**src/rtl/cfg_ld_pkg.sv**
```systemverilog
package cfg_ld_pkg;

    typedef enum logic [2:0] {
        ST_IDLE,
        ST_RST,
        ST_CLR,
        ST_LEAD,
        ST_WAIT,
        ST_SHIFT,
        ST_TRAIL,
        ST_CHECK
    } ld_state_e;

endpackage

```
**src/rtl/cfg_ld_timer.sv**
```systemverilog
module cfg_ld_timer #(
    parameter int W = 8
) (
    input  logic         clk_i,
    input  logic         rst_i,
    input  logic         load_i,
    input  logic [W-1:0] value_i,
    output logic         expired_o
);
    logic [W-1:0] cnt_d, cnt_q;

    always_comb begin
        cnt_d = cnt_q;
        if (load_i) begin
            cnt_d = value_i;
        end else if (cnt_q != '0) begin
            cnt_d = cnt_q - 1'b1;
        end
    end

    always_ff @(posedge clk_i) begin
        if (rst_i) cnt_q <= '0;
        else       cnt_q <= cnt_d;
    end

    assign expired_o = (cnt_q == '0);

    // a loaded count never lands above the loaded value
    a_r2_timer_bound: assert property (@(posedge clk_i) disable iff (rst_i)
        load_i |=> (cnt_q == $past(value_i)));
endmodule

```
**src/rtl/cfg_ld_sclk.sv**
```systemverilog
module cfg_ld_sclk #(
    parameter int HALF_CYC = 125
) (
    input  logic clk_i,
    input  logic rst_i,
    input  logic run_i,
    output logic sck_o,
    output logic pulse_end_o
);
    localparam int HW = (HALF_CYC > 1) ? $clog2(HALF_CYC) : 1;
    localparam logic [HW-1:0] HC_LAST = HW'(HALF_CYC - 1);

    typedef struct packed {
        logic          ph;
        logic [HW-1:0] hc;
    } sclk_reg_t;

    sclk_reg_t r_d, r_q;

    always_comb begin
        r_d = r_q;
        if (!run_i) begin
            r_d = '0;
        end else if (r_q.hc == HC_LAST) begin
            r_d.hc = '0;
            r_d.ph = ~r_q.ph;
        end else begin
            r_d.hc = r_q.hc + 1'b1;
        end
    end

    always_ff @(posedge clk_i) begin
        if (rst_i) r_q <= '0;
        else       r_q <= r_d;
    end

    assign sck_o       = r_q.ph;
    assign pulse_end_o = run_i && r_q.ph && (r_q.hc == HC_LAST);

    // the clock only rises out of a stopped or low state with the phase counter at zero
    a_r6_rise_fresh: assert property (@(posedge clk_i) disable iff (rst_i)
        $rose(sck_o) |-> (r_q.hc == '0));
endmodule

```
**src/rtl/cfg_loader_top.sv**
```systemverilog
module cfg_loader_top
    import cfg_ld_pkg::*;
#(
    parameter int CLK_MHZ    = 250,
    parameter int RST_US     = 1,
    parameter int CLR_US     = 1200,
    parameter int LEAD_CLKS  = 8,
    parameter int TRAIL_CLKS = 49,
    parameter int HALF_CYC   = 125
) (
    input  logic       clk_i,
    input  logic       rst_i,
    input  logic       start_i,
    input  logic       in_valid_i,
    input  logic [7:0] in_data_i,
    input  logic       in_last_i,
    output logic       in_ready_o,
    output logic       creset_n_o,
    output logic       cs_n_o,
    output logic       sck_o,
    output logic       mosi_o,
    input  logic       cfg_done_i,
    output logic       busy_o,
    output logic       done_o,
    output logic       err_o
);
    // delays in cycles; the reset pulse never drops below 200 ns
    localparam int RST_REQ = RST_US * CLK_MHZ;
    localparam int RST_MIN = ((CLK_MHZ + 4) / 5 > 0) ? (CLK_MHZ + 4) / 5 : 1;
    localparam int RST_CYC = (RST_REQ > RST_MIN) ? RST_REQ : RST_MIN;
    localparam int CLR_REQ = CLR_US * CLK_MHZ;
    localparam int CLR_CYC = (CLR_REQ > 0) ? CLR_REQ : 1;
    localparam int TMAX    = (RST_CYC > CLR_CYC) ? RST_CYC : CLR_CYC;
    localparam int TW      = $clog2(TMAX + 1);
    localparam int PMAX    = (LEAD_CLKS > TRAIL_CLKS) ? LEAD_CLKS : TRAIL_CLKS;
    localparam int PW      = $clog2(PMAX + 1);
    localparam logic [PW-1:0] LEAD_LAST  = PW'(LEAD_CLKS - 1);
    localparam logic [PW-1:0] TRAIL_LAST = PW'(TRAIL_CLKS - 1);

    typedef struct packed {
        ld_state_e     st;
        logic          cr_n;
        logic          cs_n;
        logic [7:0]    sh;
        logic [2:0]    bc;
        logic          last;
        logic [PW-1:0] pc;
        logic [1:0]    dsync;
        logic          done;
        logic          err;
    } seq_reg_t;

    seq_reg_t r_d, r_q;

    logic          t_load;
    logic [TW-1:0] t_val;
    logic          t_exp;
    logic          run;
    logic          pulse_end;

    cfg_ld_timer #(.W(TW)) timer_i (
        .clk_i     (clk_i),
        .rst_i     (rst_i),
        .load_i    (t_load),
        .value_i   (t_val),
        .expired_o (t_exp)
    );

    assign run = (r_q.st == ST_LEAD) || (r_q.st == ST_SHIFT) || (r_q.st == ST_TRAIL);

    cfg_ld_sclk #(.HALF_CYC(HALF_CYC)) sclk_i (
        .clk_i       (clk_i),
        .rst_i       (rst_i),
        .run_i       (run),
        .sck_o       (sck_o),
        .pulse_end_o (pulse_end)
    );

    always_comb begin
        r_d       = r_q;
        r_d.dsync = {r_q.dsync[0], cfg_done_i};
        t_load    = 1'b0;
        t_val     = '0;
        unique case (r_q.st)
            ST_IDLE: begin
                if (start_i) begin
                    r_d.st   = ST_RST;
                    r_d.cr_n = 1'b0;
                    r_d.done = 1'b0;
                    r_d.err  = 1'b0;
                    t_load   = 1'b1;
                    t_val    = TW'(RST_CYC - 1);
                end
            end
            ST_RST: begin
                if (t_exp) begin
                    r_d.st   = ST_CLR;
                    r_d.cr_n = 1'b1;
                    t_load   = 1'b1;
                    t_val    = TW'(CLR_CYC - 1);
                end
            end
            ST_CLR: begin
                if (t_exp) begin
                    r_d.st = ST_LEAD;
                    r_d.pc = '0;
                end
            end
            ST_LEAD: begin
                if (pulse_end) begin
                    if (r_q.pc == LEAD_LAST) begin
                        r_d.st   = ST_WAIT;
                        r_d.cs_n = 1'b0;
                        r_d.pc   = '0;
                    end else begin
                        r_d.pc = r_q.pc + 1'b1;
                    end
                end
            end
            ST_WAIT: begin
                if (in_valid_i) begin
                    r_d.st   = ST_SHIFT;
                    r_d.sh   = in_data_i;
                    r_d.last = in_last_i;
                    r_d.bc   = '0;
                end
            end
            ST_SHIFT: begin
                if (pulse_end) begin
                    r_d.sh = {r_q.sh[6:0], 1'b0};
                    r_d.bc = r_q.bc + 1'b1;
                    if (r_q.bc == 3'd7) begin
                        if (r_q.last) begin
                            r_d.st   = ST_TRAIL;
                            r_d.cs_n = 1'b1;
                            r_d.pc   = '0;
                        end else begin
                            r_d.st = ST_WAIT;
                        end
                    end
                end
            end
            ST_TRAIL: begin
                if (pulse_end) begin
                    if (r_q.pc == TRAIL_LAST) r_d.st = ST_CHECK;
                    else                      r_d.pc = r_q.pc + 1'b1;
                end
            end
            ST_CHECK: begin
                r_d.st   = ST_IDLE;
                r_d.done = r_q.dsync[1];
                r_d.err  = ~r_q.dsync[1];
            end
            default: r_d.st = ST_IDLE;
        endcase
    end

    always_ff @(posedge clk_i) begin
        if (rst_i) begin
            r_q      <= '0;
            r_q.st   <= ST_IDLE;
            r_q.cr_n <= 1'b1;
            r_q.cs_n <= 1'b1;
        end else begin
            r_q <= r_d;
        end
    end

    assign in_ready_o = (r_q.st == ST_WAIT);
    assign creset_n_o = r_q.cr_n;
    assign cs_n_o     = r_q.cs_n;
    assign mosi_o     = r_q.sh[7];
    assign busy_o     = (r_q.st != ST_IDLE);
    assign done_o     = r_q.done;
    assign err_o      = r_q.err;

    // idle lines
    a_r1_idle_lines: assert property (@(posedge clk_i) disable iff (rst_i)
        !busy_o |-> (cs_n_o && !sck_o && creset_n_o && !in_ready_o));
    // reset pulse begins only from an idle start
    a_r2_reset_origin: assert property (@(posedge clk_i) disable iff (rst_i)
        $fell(creset_n_o) |-> ($past(start_i) && !$past(busy_o)));
    // target held quiet while in reset
    a_r3_quiet_in_reset: assert property (@(posedge clk_i) disable iff (rst_i)
        !creset_n_o |-> (cs_n_o && !sck_o));
    // data held while clock high
    a_r5_data_hold: assert property (@(posedge clk_i) disable iff (rst_i)
        (sck_o && $past(sck_o)) |-> $stable(mosi_o));
    // chip select never moves with a rising clock
    a_r5_cs_at_rise: assert property (@(posedge clk_i) disable iff (rst_i)
        $rose(sck_o) |-> $stable(cs_n_o));
    // ready only inside the transfer with clock low
    a_r7_ready_window: assert property (@(posedge clk_i) disable iff (rst_i)
        in_ready_o |-> (!cs_n_o && !sck_o));
    // outcome flags exclusive and only when idle
    a_r9_flags_excl: assert property (@(posedge clk_i) disable iff (rst_i)
        !(done_o && err_o));
    a_r9_flags_idle: assert property (@(posedge clk_i) disable iff (rst_i)
        (done_o || err_o) |-> !busy_o);
    // start while busy starts nothing
    a_r10_start_ignored: assert property (@(posedge clk_i) disable iff (rst_i)
        (busy_o && start_i) |=> !$fell(creset_n_o));
endmodule

```
**config.mk**
```make
export PLATFORM = sky130hd
export DESIGN_NAME = cfg_loader_top
export DESIGN_NICKNAME = d
export VERILOG_FILES = /design/src/rtl/cfg_ld_pkg.sv /design/src/rtl/cfg_ld_timer.sv /design/src/rtl/cfg_ld_sclk.sv /design/src/rtl/cfg_loader_top.sv
export SDC_FILE = /design/constraint.sdc
export NUM_CORES = 1
export LEC_CHECK = 0
export BUFFER_PORTS_ARGS = -buffer_cell sky130_fd_sc_hd__buf_4
export CORE_MARGIN = 2
export CORE_UTILIZATION = 40
export CTS_CLUSTER_SIZE = 24
export DETAILED_ROUTE_END_ITERATION = 8
export SYNTH_ARGS = -nofsm -noshare
export SYNTH_HDL_FRONTEND = slang
export SYNTH_HIERARCHICAL = 1
export SYNTH_SLANG_ARGS = --single-unit
```
**constraint.sdc**
```tcl
create_clock -name clk_i -period 3.25 [get_ports clk_i]
set_input_delay 0.65 -clock clk_i [delete_from_list [all_inputs] [get_ports clk_i]]
set_output_delay 0.65 -clock clk_i [all_outputs]
set_load 0.05 [all_outputs]
```
==> impl_metrics.csv <==
group,metric,value,unit
final_layout,final_cell_mix,"dfxtp_1, nand2_1, nor2_1",
clock_tree,cts_buffers,5,
detailed_routing,met3_length,265,um
detailed_routing,vias_per_cell,5.48,
clock_tree,postCtsHoldBufs,0,
detailed_routing,wire_per_inst,13.6,um
global_routing,grt_pass1_wl,11.6,mm
synthesis,yosysWarnings,6,
detailed_routing,wirelength_met1,3.24,mm
final_layout,n_antenna_cell,0,
placement,place_hpwl,4.65,mm
detailed_routing,wl_met2,3.09,mm
die,die_width,90.3,um
synthesis,synth_area,2980,um2
setup_path,slowest_delay,0.36,ns
synthesis,yosys.area_share.simple,0.289,
sta,clock_skew,0.0102,ns
setup_path,cp_max_fo,18,
detailed_routing,drtIter0Drc,122,
synthesis,synth_top_family_by_area,"simple AND/OR/NAND/NOR gates",
clock_tree,clockRootBuffer,"clkbuf_8",
global_routing,gr-total-overflow,0,
setup_path,critical_path.slowest_cell,"dfxtp_1",
sta,min_period,2.73,ns
die,io_pins,22,
placement,port_buffers,21,
synthesis,syn-instance-count,367,
setup_path,r2r_setup_slack,0.52,ns
sta,max_freq,367,MHz
die,start_util,0.411,
flow_run,maxCapViolCount,0,
sta,setup_ws,0.522,ns
clock_tree,clkSinkCount,54,
sta,setup_viol,0,
setup_path,cp_cell_sequence,"inv_1 > ha_1 > nor4b_2 > nand4_1 > nor2_1 > nand2_1 > o21ai_0 > buf_4 > nor2b_1 > buf_4 > nand2_1 > and4_1 > nor4_1",
synthesis,synth_compound_area_frac,0.209,
placement,pre_cts_ws,0.535,ns
placement,place_congestion,0.824,
sta,rsz0062_at_grt,"no",
synthesis,synth_ff_type,"dfxtp_1",
final_layout,fin_nets,410,
setup_path,critPathArrivalTime,2.96,ns
global_routing,grt_pass1_vias,2566,
clock_tree,clk_latency,0.32,ns
sta,worstMarginPinSlew,0.636,ns
clock_tree,clkTransAtPathRegs,0.11,ns
clock_tree,cts_max_level,2,
detailed_routing,drcViolationCount,0,
sta,drv_slew,0,
clock_tree,post_cts_buffers,0,
setup_path,required,3.48,ns
detailed_routing,vias,2678,
clock_tree,cts-resized-gates,0,
synthesis,synth_edf_count,0,
setup_path,worst_setup_path_start_kind,"register",
hold_path,hp-class,"reg -> reg",
synthesis,synthArstFlopShare,0,
clock_tree,cts_tree,"built",
clock_tree,cts_buffer_depth,2,
synthesis,synth_mux_area_frac,0.0109,
die,core,7250,um2
detailed_routing,dr.max_layer_used,"met4",
setup_path,criticalPathCategory,"reg -> reg",
final_layout,mostFrequentLayoutCell,"dfxtp_1",
die,die_y,90.3,um
die,std_cell_rows,31,
synthesis,ys_seq_area_frac,0.363,
hold_path,worstHoldPathCells,1,
synthesis,synth.avg_cell_area,8.12,um2
pwr,power_density,588,nW/um2
sta,tns,0,ns
synthesis,synth_xor_area_frac,0.0437,
final_layout,num-fill-cells,739,
detailed_routing,firstDrtPassIters,4,
setup_path,r2r_end,"timer_i/cnt_q[15]$_SDFFE_PP0P_",
final_layout,synthToLayoutAreaGrowth,12.5,%
global_routing,antenna_found_initial,0,
final_layout,drive_gt1_frac,0.141,
die,die_area,8160,um2
setup_path,rr_worst_depth,13,
detailed_routing,postRouteWirelength,6.64,mm
synthesis,synthAdderAreaFrac,0.0294,
synthesis,yosysUniqueCellTypes,68,
sta,fin_crit_sh,0.840,
global_routing,grt_max_degree,47,
outcome,status,"finished, final reports clean",
pwr,vdd_ir_drop_max,0.176,mV
sta,slew_headroom,0.576,
detailed_routing,antenna_left,0,
pwr,leakage,0.00118,uW
setup_path,r2r_start,"timer_i/cnt_q[0]$_SDFFE_PP0P_",
sta,hold_viol_final,0,
global_routing,gr-usage-all-layers,0.170,
setup_path,worst-path-buf-inv,3,
setup_path,crit_family,"simple AND/OR/NAND/NOR gates",
setup_path,end_kind,"register",
hold_path,holdPathEnd,"r_q[3]$_SDFF_PP0_",
hold_path,min_from,"r_d[3]$_SDFF_PP0_",
synthesis,ys_ff_latch,54,
-- layout make-up --
cell class,instances,area (um2),share of cell area
Multi-Input combinational cell,283,1760,0.524
Sequential cell,54,1080,0.323
Timing Repair Buffer,28,210,0.0627
Tap cell,99,124,0.0370
Clock buffer,5,68.8,0.0205
Inverter,17,63.8,0.0190
Clock inverter,3,47.5,0.0142
-- power by group --
part	leakage, uW	switching (uW)	internal [uW]
Clock	0.0000587	238	234
Combinational	0.000686	371	286
Sequential	0.000439	109	735
-- per-stage QoR --
stage               power [uW]  instances  hold slack [ns]   util  instance area [um2]
floorplan                 1340        372            0.414      -                 3000
global placement          1510        481            0.430  0.446                 3240
detailed placement        1500        481            0.433  0.446                 3240
CTS                       1980        489            0.458  0.462                 3350
global route              2100        489            0.476  0.462                 3350
finish                    1970        489            0.457  0.462                 3350
-- flip-flops by register name, indices dropped and copies added (netlist names) --
| signal | flops |
|---|---|
| err_o | 1 |
| mosi_o | 1 |
| creset_n_o | 1 |
| sclk_i/r_q | 7 |
| r_d | 1 |
| timer_i/cnt_q | 19 |
| r_q | 21 |
| cs_n_o | 1 |
| sclk_i/sck_o | 1 |
| done_o | 1 |
-- metal layers --
metal / track usage / up-vias
met5: 0 / -
met4: 0.0590 / 0
met3: 0.0267 / 6
met2: 0.281 / 57
met1: 0.226 / 1236
li1: - / 1379
-- worst register-to-register path: stages, from the launching register on --
cell     delay (ns)
dfxtp_1        0.36
inv_1          0.07
ha_1           0.20
nor4b_2        0.36
nand4_1        0.17
nor2_1         0.18
nand2_1        0.08
o21ai_0        0.14
buf_4          0.24
nor2b_1        0.15
buf_4          0.17
nand2_1        0.07
and4_1         0.23
nor4_1         0.23
-- logic make-up (layout without fill, tap and decap cells) --
family                     count (synthesis)  in the layout
and+or+nand+nor                          162            162
AOI/OAI and AO/OA                         92             92
DFF                                       54             54
buffers and inverters                     35             53
xor gates and xnor gates                  14             14
adders and majority gates                  7              7
muxes                                      2              2
other                                      1              6
-- worst max-delay path by stage --
stage | from | to | slack [ns] | cells after the start
floorplan | timer_i/cnt_q[0]$_SDFFE_PP0P_ | timer_i/cnt_q[15]$_SDFFE_PP0P_ | 0.09 | 13
global placement | timer_i/cnt_q[0]$_SDFFE_PP0P_ | timer_i/cnt_q[15]$_SDFFE_PP0P_ | 0.63 | 13
detailed placement | timer_i/cnt_q[0]$_SDFFE_PP0P_ | timer_i/cnt_q[15]$_SDFFE_PP0P_ | 0.53 | 13
CTS | timer_i/cnt_q[0]$_SDFFE_PP0P_ | timer_i/cnt_q[15]$_SDFFE_PP0P_ | 0.52 | 13
global route | timer_i/cnt_q[0]$_SDFFE_PP0P_ | timer_i/cnt_q[15]$_SDFFE_PP0P_ | 0.16 | 13
finish | timer_i/cnt_q[0]$_SDFFE_PP0P_ | timer_i/cnt_q[15]$_SDFFE_PP0P_ | 0.52 | 13
-- synthesized netlist by cell type (all sizes together) (2+ instances only) --
| master | count | share of area |
|---|---|---|
| a2111oi | 3 | 0.0088 |
| a211oi | 3 | 0.0076 |
| a21o | 3 | 0.0076 |
| a21oi | 33 | 0.062 |
| a22oi | 3 | 0.0076 |
| a311oi | 3 | 0.0088 |
| a31oi | 6 | 0.013 |
| and2 | 4 | 0.0088 |
| buf | 11 | 0.024 |
| clkbuf | 7 | 0.0088 |
| dfxtp | 54 | 0.36 |
| ha | 7 | 0.029 |
| inv | 17 | 0.021 |
| nand2 | 40 | 0.050 |
| nand2b | 4 | 0.0084 |
| nand3 | 20 | 0.035 |
| nand4 | 7 | 0.015 |
| nor2 | 32 | 0.040 |
| nor2b | 5 | 0.011 |
| nor3 | 9 | 0.015 |
| nor3b | 3 | 0.0076 |
| nor4 | 7 | 0.017 |
| o211ai | 2 | 0.0050 |
| o21ai | 15 | 0.025 |
| o21bai | 3 | 0.0076 |
| o221ai | 2 | 0.0059 |
| o31a | 2 | 0.0059 |
| o31ai | 4 | 0.010 |
| o32ai | 4 | 0.014 |
| or2 | 3 | 0.0063 |
| or3 | 12 | 0.025 |
| or4 | 8 | 0.021 |
| xnor2 | 7 | 0.021 |
| xor2 | 7 | 0.023 |
Power figures use the tool's default switching activity.
